===== config.mk =====
export PLATFORM = sky130hd
export DESIGN_NAME = rtc_alarm_core
export DESIGN_NICKNAME = d
export VERILOG_FILES = /design/src/rtl/rtc_pkg.sv /design/src/rtl/rtc_prescaler.sv /design/src/rtl/rtc_timekeeper.sv /design/src/rtl/rtc_alarm_core.sv
export SDC_FILE = /design/constraint.sdc
export NUM_CORES = 1
export LEC_CHECK = 0
export BUFFER_PORTS_ARGS = -buffer_cell sky130_fd_sc_hd__buf_2
export CORE_MARGIN = 2
export CORE_UTILIZATION = 30
export DETAILED_ROUTE_END_ITERATION = 10
export PLACE_DENSITY_LB_ADDON = 0.1
export SYNTH_ARGS = -nofsm -noshare
export SYNTH_HDL_FRONTEND = slang
export SYNTH_SLANG_ARGS = --single-unit

===== constraint.sdc =====
create_clock -name clk -period 4.94 [get_ports clk]
set_input_delay 0.494 -clock clk [delete_from_list [all_inputs] [get_ports clk]]
set_output_delay 0.494 -clock clk [all_outputs]
set_load 0.02 [all_outputs]

===== src/rtl/rtc_pkg.sv =====
package rtc_pkg;
  localparam int ADDR_W  = 4;
  localparam int DATA_W  = 16;
  localparam int HR_W    = 5;
  localparam int MN_W    = 6;
  localparam int SC_W    = 6;
  localparam int HR_LSB  = 8;
  localparam int ST_ALARM = 0;
  localparam int ST_SEC   = 1;
  localparam logic [ADDR_W-1:0] A_CTRL = 4'd0;
  localparam logic [ADDR_W-1:0] A_DAY  = 4'd1;
  localparam logic [ADDR_W-1:0] A_HM   = 4'd2;
  localparam logic [ADDR_W-1:0] A_SEC  = 4'd3;
  localparam logic [ADDR_W-1:0] A_ADAY = 4'd4;
  localparam logic [ADDR_W-1:0] A_AHM  = 4'd5;
  localparam logic [ADDR_W-1:0] A_ASEC = 4'd6;
  localparam logic [ADDR_W-1:0] A_STAT = 4'd7;
  localparam logic [ADDR_W-1:0] A_IEN  = 4'd8;
  localparam logic [ADDR_W-1:0] A_RLHI = 4'd9;
  localparam logic [ADDR_W-1:0] A_RLLO = 4'd10;
endpackage


===== src/rtl/rtc_prescaler.sv =====
module rtc_prescaler #(
  parameter int PRESC_W  = 32,
  parameter int N_SAMPLE = 9
) (
  input  logic                clk,
  input  logic                rst,
  input  logic                count_en,
  input  logic                restart,
  input  logic [PRESC_W-1:0]  reload,
  output logic                sec_tick,
  output logic [N_SAMPLE-1:0] sample_hit
);
  logic [PRESC_W-1:0] elapsed;
  logic [PRESC_W:0]   next_cnt;
  logic               advance;

  assign advance  = count_en && !restart;
  assign next_cnt = {1'b0, elapsed} + 1'b1;
  assign sec_tick = advance && (next_cnt >= {1'b0, reload});

  for (genvar k = 0; k < N_SAMPLE; k++) begin : g_tap
    logic [PRESC_W-1:0] div_k;
    assign div_k = reload >> (k + 1);
    assign sample_hit[k] = advance && (div_k != '0) &&
                           ((next_cnt[PRESC_W-1:0] & (div_k - 1'b1)) == '0);
  end

  always_ff @(posedge clk) begin
    if (rst || restart) begin
      elapsed <= '0;
    end else if (count_en) begin
      elapsed <= sec_tick ? '0 : next_cnt[PRESC_W-1:0];
    end
  end

  assert_tick_restarts_R3: assert property (@(posedge clk) disable iff (rst)
    sec_tick |=> (elapsed == '0));
  assert_idle_holds_R2: assert property (@(posedge clk) disable iff (rst)
    (!count_en && !restart) |=> $stable(elapsed));
endmodule


===== src/rtl/rtc_timekeeper.sv =====
module rtc_timekeeper
  import rtc_pkg::*;
#(
  parameter int DAY_W = 16
) (
  input  logic              clk,
  input  logic              rst,
  input  logic              sec_tick,
  input  logic              wr_day,
  input  logic              wr_hm,
  input  logic              wr_sec,
  input  logic [DATA_W-1:0] wdata,
  input  logic [DAY_W-1:0]  al_day,
  input  logic [HR_W-1:0]   al_hr,
  input  logic [MN_W-1:0]   al_mn,
  input  logic [SC_W-1:0]   al_sc,
  output logic [DAY_W-1:0]  day,
  output logic [HR_W-1:0]   hr,
  output logic [MN_W-1:0]   mn,
  output logic [SC_W-1:0]   sc,
  output logic              alarm_hit
);
  logic [DAY_W-1:0] day_n;
  logic [HR_W-1:0]  hr_n;
  logic [MN_W-1:0]  mn_n;
  logic [SC_W-1:0]  sc_n;

  always_comb begin
    day_n = day;
    hr_n  = hr;
    mn_n  = mn;
    sc_n  = sc;
    if (sc >= SC_W'(59)) begin
      sc_n = '0;
      if (mn >= MN_W'(59)) begin
        mn_n = '0;
        if (hr >= HR_W'(23)) begin
          hr_n  = '0;
          day_n = day + 1'b1;
        end else begin
          hr_n = hr + 1'b1;
        end
      end else begin
        mn_n = mn + 1'b1;
      end
    end else begin
      sc_n = sc + 1'b1;
    end
  end

  assign alarm_hit = sec_tick && (day_n == al_day) && (hr_n == al_hr) &&
                     (mn_n == al_mn) && (sc_n == al_sc);

  always_ff @(posedge clk) begin
    if (rst) begin
      day <= '0;
      hr  <= '0;
      mn  <= '0;
      sc  <= '0;
    end else if (wr_day || wr_hm || wr_sec) begin
      if (wr_day) day <= wdata[DAY_W-1:0];
      if (wr_hm) begin
        hr <= wdata[HR_LSB +: HR_W];
        mn <= wdata[MN_W-1:0];
      end
      if (wr_sec) sc <= wdata[SC_W-1:0];
    end else if (sec_tick) begin
      day <= day_n;
      hr  <= hr_n;
      mn  <= mn_n;
      sc  <= sc_n;
    end
  end

  assert_sec_range_R4: assert property (@(posedge clk) disable iff (rst)
    (sc < SC_W'(60) && !wr_sec) |=> (sc < SC_W'(60)));
  assert_day_carry_R5: assert property (@(posedge clk) disable iff (rst)
    (sec_tick && !wr_day && !wr_hm && !wr_sec && sc == SC_W'(59) &&
     mn == MN_W'(59) && hr == HR_W'(23)) |=> (day == DAY_W'($past(day) + 1'b1)));
endmodule


===== src/rtl/rtc_alarm_core.sv =====
module rtc_alarm_core
  import rtc_pkg::*;
#(
  parameter int          DAY_W     = 16,
  parameter int          N_SAMPLE  = 9,
  parameter logic [15:0] RESET_HI  = 16'h0000,
  parameter logic [15:0] RESET_LO  = 16'h8000
) (
  input  logic              clk,
  input  logic              rst,
  input  logic              osc_pulse,
  input  logic              bus_wr,
  input  logic [ADDR_W-1:0] bus_addr,
  input  logic [DATA_W-1:0] bus_wdata,
  output logic [DATA_W-1:0] bus_rdata,
  output logic              irq
);
  localparam int N_STAT  = N_SAMPLE + 2;
  localparam int PRESC_W = 2 * DATA_W;

  logic              run;
  logic [DAY_W-1:0]  al_day;
  logic [HR_W-1:0]   al_hr;
  logic [MN_W-1:0]   al_mn;
  logic [SC_W-1:0]   al_sc;
  logic [N_STAT-1:0] status, status_n, ien, ien_n, set_vec;
  logic [DATA_W-1:0] rl_hi, rl_lo, rd_mux;
  logic [DAY_W-1:0]  day;
  logic [HR_W-1:0]   hr;
  logic [MN_W-1:0]   mn;
  logic [SC_W-1:0]   sc;
  logic              sec_tick, alarm_hit;
  logic [N_SAMPLE-1:0] sample_hit;

  logic wr_day, wr_hm, wr_sec, wr_stat, wr_ien, time_wr;
  assign wr_day  = bus_wr && bus_addr == A_DAY;
  assign wr_hm   = bus_wr && bus_addr == A_HM;
  assign wr_sec  = bus_wr && bus_addr == A_SEC;
  assign wr_stat = bus_wr && bus_addr == A_STAT;
  assign wr_ien  = bus_wr && bus_addr == A_IEN;
  assign time_wr = wr_day || wr_hm || wr_sec;

  rtc_prescaler #(.PRESC_W(PRESC_W), .N_SAMPLE(N_SAMPLE)) u_presc (
    .clk(clk), .rst(rst), .count_en(run && osc_pulse), .restart(time_wr),
    .reload({rl_hi, rl_lo}), .sec_tick(sec_tick), .sample_hit(sample_hit));

  rtc_timekeeper #(.DAY_W(DAY_W)) u_time (
    .clk(clk), .rst(rst), .sec_tick(sec_tick), .wr_day(wr_day),
    .wr_hm(wr_hm), .wr_sec(wr_sec), .wdata(bus_wdata), .al_day(al_day),
    .al_hr(al_hr), .al_mn(al_mn), .al_sc(al_sc), .day(day), .hr(hr),
    .mn(mn), .sc(sc), .alarm_hit(alarm_hit));

  assign set_vec  = {sample_hit, sec_tick, alarm_hit};
  assign status_n = (wr_stat ? (status & ~bus_wdata[N_STAT-1:0]) : status) | set_vec;
  assign ien_n    = wr_ien ? bus_wdata[N_STAT-1:0] : ien;

  always_comb begin
    rd_mux = '0;
    case (bus_addr)
      A_CTRL: rd_mux = DATA_W'(run);
      A_DAY:  rd_mux = DATA_W'(day);
      A_HM:   rd_mux = DATA_W'({hr, 2'b00, mn});
      A_SEC:  rd_mux = DATA_W'(sc);
      A_ADAY: rd_mux = DATA_W'(al_day);
      A_AHM:  rd_mux = DATA_W'({al_hr, 2'b00, al_mn});
      A_ASEC: rd_mux = DATA_W'(al_sc);
      A_STAT: rd_mux = DATA_W'(status);
      A_IEN:  rd_mux = DATA_W'(ien);
      A_RLHI: rd_mux = rl_hi;
      A_RLLO: rd_mux = rl_lo;
      default: rd_mux = '0;
    endcase
  end

  always_ff @(posedge clk) begin
    if (rst) begin
      run       <= 1'b0;
      al_day    <= '0;
      al_hr     <= '0;
      al_mn     <= '0;
      al_sc     <= '0;
      status    <= '0;
      ien       <= '0;
      rl_hi     <= RESET_HI;
      rl_lo     <= RESET_LO;
      bus_rdata <= '0;
      irq       <= 1'b0;
    end else begin
      if (bus_wr) begin
        case (bus_addr)
          A_CTRL: run    <= bus_wdata[0];
          A_ADAY: al_day <= bus_wdata[DAY_W-1:0];
          A_AHM: begin
            al_hr <= bus_wdata[HR_LSB +: HR_W];
            al_mn <= bus_wdata[MN_W-1:0];
          end
          A_ASEC: al_sc <= bus_wdata[SC_W-1:0];
          A_RLHI: rl_hi <= bus_wdata;
          A_RLLO: rl_lo <= bus_wdata;
          default: ;
        endcase
      end
      status    <= status_n;
      ien       <= ien_n;
      bus_rdata <= rd_mux;
      irq       <= |(status_n & ien_n);
    end
  end

  assert_irq_matches_R11: assert property (@(posedge clk) disable iff (rst)
    1'b1 |-> (irq == |(status & ien)));
  assert_alarm_sets_R8: assert property (@(posedge clk) disable iff (rst)
    alarm_hit |=> status[ST_ALARM]);
  assert_w1c_clears_R10: assert property (@(posedge clk) disable iff (rst)
    (wr_stat && bus_wdata[ST_SEC] && !sec_tick) |=> !status[ST_SEC]);
  assert_stopped_holds_R2: assert property (@(posedge clk) disable iff (rst)
    (!run && !time_wr) |=> ($stable(sc) && $stable(day)));
endmodule


-- Word level (Yosys, flattened, before mapping)
Cells that the tools add are included.
- $add $sub $neg: 14
- magnitude comparators: 4
- equal/unequal tests: 17
- muxes and demuxes: 25
- bitwise logic cells: 13
- reduce and logical (&&, ||, !) cells: 64
- operators by type and width (cell ; number):
    32-bit AND ; 9
    32-bit logical NOT ; 9
    32-bit nonzero test ; 9
    16-bit case mux with 11 select lines ; 1
    16-bit 2-to-1 mux ; 6
    6-bit 2-to-1 mux ; 9
    32-bit by 1-bit adder with 33-bit output (second input constant) ; 1
    33-bit by 32-bit >= comparator with 1-bit output ; 1
    32-bit 2-to-1 mux ; 1
    31-bit by 1-bit subtractor with 32-bit output (second input constant) ; 1
    30-bit by 1-bit subtractor with 31-bit output (second input constant) ; 1
    1-bit logical AND ; 30
    5-bit 2-to-1 mux ; 6
    29-bit by 1-bit subtractor with 30-bit output (second input constant) ; 1
    28-bit by 1-bit subtractor with 29-bit output (second input constant) ; 1
    27-bit by 1-bit subtractor with 28-bit output (second input constant) ; 1
    26-bit by 1-bit subtractor with 27-bit output (second input constant) ; 1
    25-bit by 1-bit subtractor with 26-bit output (second input constant) ; 1
    24-bit by 1-bit subtractor with 25-bit output (second input constant) ; 1
    23-bit by 1-bit subtractor with 24-bit output (second input constant) ; 1
    11-bit AND ; 2
    11-bit 2-to-1 mux ; 2
    2-bit AND reduction ; 9
    16-bit by 1-bit adder with 16-bit output (second input constant) ; 1
    19 further kinds ; 32
- register bits after elaboration: 170
- input port bits: 24
- output and inout port bits: 17
- logic and storage cells: 153

-- Depth between registers and ports, before layout
- depth in word-level cells: 14
- gate-level depth with buffers: 20
- depth with buffers taken out: 16

-- Cells and area by module
A second synthesis with hierarchy kept.
- cells, all modules: 2067
- area, all modules: 15423.5 sq um
- modules (own cells, without submodules) (module ; times used ; cells an instance ; area an instance (sq um) ; seq. area each (sq um)):
    rtc_prescaler ; 1 ; 1078 ; 7657.3 ; 640.6
    rtc_alarm_core ; 1 ; 546 ; 4526.8 ; 2102.0
    rtc_timekeeper ; 1 ; 443 ; 3239.4 ; 660.6

-- Worst setup path before layout
Ideal clock, no wire load.
- path type: flip-flop to flip-flop
- from: reg u_presc.elapsed[0]
- to: reg u_presc.elapsed[8]
- library setup time: 128 ps
- data arrival time: 4212 ps
- required time: 4812 ps
- path slack: 600 ps
- cell stages (with the launch flop): 19
- buffers on the path: 3
- clock period less this slack: 4340 ps
- path through: dfxtp_1 > ha_1 > and3_1 > clkbuf_1 > nand2_1 > or4_1 > xor2_1 > inv_1 > ha_1 > nand3_1 > nor4_1 > nand4_1 > o211a_1 > a31oi_1 > clkbuf_1 > buf_1 > nor3_1 > a21oi_1 > nor2_1
- cells in the longest elaborated chain, start to end: 4
- ends and longest elaborated chain (what ; RTL line ; source):
    start: declaration ; rtc_prescaler.sv:13 ; logic [PRESC_W-1:0] elapsed;
    start signal: assignment ; rtc_prescaler.sv:32 ; elapsed <= sec_tick ? '0 : next_cnt[PRESC_W-1:0];
    32-bit by 1-bit adder with 33-bit output (*) ; rtc_prescaler.sv:18 ; assign next_cnt = {1'b0, elapsed} + 1'b1;
    33-bit by 32-bit >= comparator with 1-bit output ; rtc_prescaler.sv:19 ; assign sec_tick = advance && (next_cnt >= {1'b0, reload});
    1-bit logical AND ; rtc_prescaler.sv:19 ;
    32-bit 2-to-1 mux (*) ; rtc_prescaler.sv:32 ;
Every way passes the cells marked *; elsewhere a longest branch is shown, timed or not.
A chain may end at the register's enable or synchronous reset.

-- Worst setup path in the final report
- from: reg u_presc.elapsed[13]
- to: reg u_time.day[14]
- cells in the longest elaborated chain, start to end: 5
- ends and longest elaborated chain (what ; RTL line ; source):
    32-bit by 1-bit adder with 33-bit output ; rtc_prescaler.sv:18 ;
    33-bit by 32-bit >= comparator with 1-bit output ; rtc_prescaler.sv:19 ;
    1-bit logical AND ; rtc_prescaler.sv:19 ;
    2-bit nonzero test (no line) ; -- ;
    2-bit AND reduction (no line) ; -- ;
    end signal: assignment ; rtc_timekeeper.sv:61 ; if (wr_day) day <= wdata[DAY_W-1:0];
    end signal: assignment ; rtc_timekeeper.sv:68 ; day <= day_n;
    end: declaration ; rtc_timekeeper.sv:17 ; output logic [DAY_W-1:0] day,
No other way between the ends.

==> reports/results.txt <==
The run gives 18100 as the number of global-route vias before repair. Summing internal, switching and leakage power gives 0.00349 W. The tools report the largest net degree at the start of global routing as 85. The synthesized area per cell came out at 7.12 um^2. The routed design has 102 mm of wire. The fraction of layout cells with a size suffix above 1 works out to 15.0%. The detailed router placed 19000 vias in this run. Global routing used 36.1% of the available tracks.

In the final routed layout, each cell accounts on average for 33.6 um. The Yosys step of the flow raised 0 warnings. The cell area that synthesis handed to floorplanning was 16000 um^2.

The initialized floorplan defines 84 standard-cell rows. For the pin with the worst max-slew slack, the measured transition is 1.32 ns. For this run the aggregate overflow at the end of global routing stands at 0. Fill cells in the final layout number 5831. For the count of hold-fix buffers inserted at cts, the log shows 0. In this run the static leakage power is 6.75 nW. The logs give 142 mm for the wire length of the first global-routing pass and 0 for the final number of setup-violating endpoints.

The worst min-delay path class is primary input to flip-flop. Counting every net in the synthesized netlist gives 2312. Clock-pin slew was measured on the worst setup and hold paths at 0.07 ns. Of all cell types, the one taking the most synthesized area is dfxtp_1. In this run the count of I/O pins placed on the die edge is 41. After detailed routing, the number of vias per cell comes to 6.25. Once layout is done, the placed cells without fillers occupy 18700 um^2.

In the synthesized netlist the async set-or-reset flop fraction comes to 0%. The area growth from synthesis to layout came out at 17.2%. After synthesis, the most frequently instantiated cells are nand2_1, xnor2_1, nor2_1, dfxtp_1, a21oi_1. The final cell utilization of the core came out at 35.6%. The tools report the sort of element at the start of the critical path as a flip-flop. The number of antenna violations at the first check in global routing was 2; the count of state elements after synthesis was 170. The flow ran to the end, and the final reports show no timing, DRC or antenna violations. The later pin in the worst-skew pair is clocked with a latency of 0.49 ns. At the end of routability-driven placement, the weighted congestion stood at 1.02. Among all cell types in the netlist, the one instantiated most often is nand2_1.

Across the run, the number of max-cap violations was 0. The maximum ir drop on the vdd rail was 0.000286 V; the post-place setup slack was -0.0656 ns. TritonCTS built the clock tree. The H-tree depth is 4, and the number of port buffers is 40. After legalization and detailed placement, the total HPWL measured 80.8 mm. For this run, the leading register cell type out of synthesis is dfxtp_1. On the final layout, the worst clock skew is 0.0204 ns. In this run the horizontal extent of the chip is 235 um. The clock tree root driver cell was clkbuf_16.

For this run, the post-layout net count is 2406. For this design the ratio of total power to cell area is 187 nW/um^2. The share of the Yosys chip area taken by registers is 21.3%. Yosys mapped a number of flops with a built-in enable equal to 0. Setup repair after global routing left no endpoint under its margin. The detail route stage leaves a number of antenna-violating nets equal to 0. Once placement finished, the instance area stood at 18000 um^2. After detailed routing, the number of remaining DRC violations is 0. The total count of hold-check failures in the final report is 0.

The run gives 2 as the number of buffers on the longest clock path. After the first detailed-routing iteration, the DRC count stood at 1634. Based on the critical path, the design can be clocked at up to 212 MHz. The sequential cells in the finished layout cover a total of 3400 um^2.

The final max-slew violation count is 0. The number of instances in the synthesized netlist is 2241. The clock drives 170 sinks. The multi-input combinational cells in the finished layout cover a total of 11700 um^2. The final critical path takes up 95.5% of the cycle.

The count of different cell masters after synthesis was 93. The die area is 55000 um^2, and the area inside the core boundary is 52600 um^2. The largest driver fanout on the critical path works out to 32. Subtracting the final worst setup slack from the clock period gives 4.72 ns. At the worst endpoint, the required time is 5.28 ns. Die height: 235 um.

For this configuration, the core starts out at a cell density of 30.4%. The first-pass detailed-route iteration total was 6. The number of buffers created by CTS was 17. The worst setup path is captured at a flip-flop. In the post-route analysis, the smallest setup slack over all paths is 0.222 ns. Sorting the synthesized cells by area gives the leading types as dfxtp_1, xnor2_1, nand2_1, a21oi_1, nor2_1.

The fraction of synthesized cell area taken by the top area cell type was 21.3%. For the worst path arrival time, the log shows 5.06 ns. The start-to-end type of the worst setup path was flip-flop to flip-flop. The worst pin sits at a relative slew slack of 11.4%.

For the total negative slack for setup checks, the log shows 0 ns.
layer usage:
layer	share of wire (%)	up-vias	track usage, %	routed length [um]
li1	-	8442	-	-
met1	39	9348	41.5	39700
met3	5.4	262	4.91	5570
met5	0.012	-	0	12
met2	48	921	61.6	48700
met4	8.0	2	25.4	8200
worst max-delay path, cell delays in order (launching register included):
cell and delay, ns:
dfxtp_1 0.43, nand3_1 0.18, or4_4 0.64, or4_1 0.56
xor2_1 0.20, inv_1 0.09, ha_1 0.30, nand3_1 0.11
nor4_2 0.37, buf_4 0.17, nand4_1 0.10, o211a_1 0.27
a31oi_4 0.22, buf_12 0.16, a21o_1 0.13, buf_12 0.19
a21bo_2 0.24, a22oi_1 0.13, nor2_1 0.05
flip-flops by register name, indices dropped and copies added (netlist names):
register,flops
u_time.hr,5
rl_lo,16
status,11
u_presc.elapsed,32
u_time.mn,6
irq,1
u_time.sc,6
ien,11
al_mn,6
u_time.day,16
al_hr,5
al_sc,6
run,1
al_day,16
rl_hi,16
bus_rdata,16
worst paths after layout:
kind	from	to	slack (ns)	cells after the start
worst max-delay path	u_presc.elapsed[13]$_SDFFE_PP0P_	u_time.day[14]$_SDFFE_PP0P_	0.22	18
worst min-delay path	bus_wdata[12]	al_day[12]$_SDFFE_PP0P_	0.34	3
worst max register to register	u_presc.elapsed[13]$_SDFFE_PP0P_	u_time.day[14]$_SDFFE_PP0P_	0.22	18
worst min register to register	rl_hi[3]$_SDFFE_PP0P_	rl_hi[3]$_SDFFE_PP0P_	0.46	2
kinds of logic (layout without fill, tap and decap cells):
kind of cell,count (synthesis),count (layout),synth area share (%)
buffers and inverters,254,361,6.20
flip-flops,170,170,21.3
adder cells (fa/ha/maj),47,47,3.69
AO/OA/AOI/OAI,576,576,24.6
multiplexers,19,19,1.29
AND/OR/NAND/NOR,935,935,29.7
other,0,1,0
XOR/XNOR,240,240,13.2
stage by stage:
stage / hold slack, ns / instances
floorplan: 0.442 / 2241
global placement: 0.443 / 3003
detailed placement: 0.447 / 3003
CTS: 0.320 / 3035
global route: 0.346 / 3036
finish: 0.341 / 3037
placed cells by master, fill, tap and decap left out, drive strengths merged, types with 17 or more instances in the layout:
cell type / netlist / final
nand3: 92 / 92
nand2: 250 / 250
a31oi: 23 / 23
o21ai: 73 / 73
nor4: 69 / 69
nor3: 89 / 89
a21oi: 157 / 157
xor2: 31 / 31
dfxtp: 170 / 170
a2111oi: 17 / 17
o22ai: 57 / 57
and3: 26 / 26
o31ai: 17 / 17
clkbuf: 138 / 21
a211oi: 19 / 19
inv: 59 / 66
or3: 33 / 33
clkinv: 16 / 17
nor2: 198 / 198
a22oi: 43 / 43
buf: 41 / 254
xnor2: 209 / 209
ha: 47 / 47
and2: 19 / 19
nand4: 54 / 54
or4: 25 / 25
final cells by class:
class	instances	share of cell area (%)
multi-input combinational	1817	62.4
sequential	170	18.2
timing repair buffer	254	9.94
tap	688	4.60
clock buffer	21	2.52
inverter	75	1.51
clock inverter	11	0.790
antenna	1	0.0134
timing repair:
item / in CTS / in global routing
pin swaps: 0 / 2
setup endpoints to repair: 12 / 36
gates resized for setup: 1 / 6
buffers inserted: 0 / 1
power by group:
part           leakage, nW  internal, W  switching (W)  total, W
logic                 5.07     0.000170       0.000390  0.000560
registers             1.37      0.00138      0.0000200   0.00140
clock network        0.303     0.000806       0.000722   0.00153
Note: power is estimated with default switching activity, not from simulation.
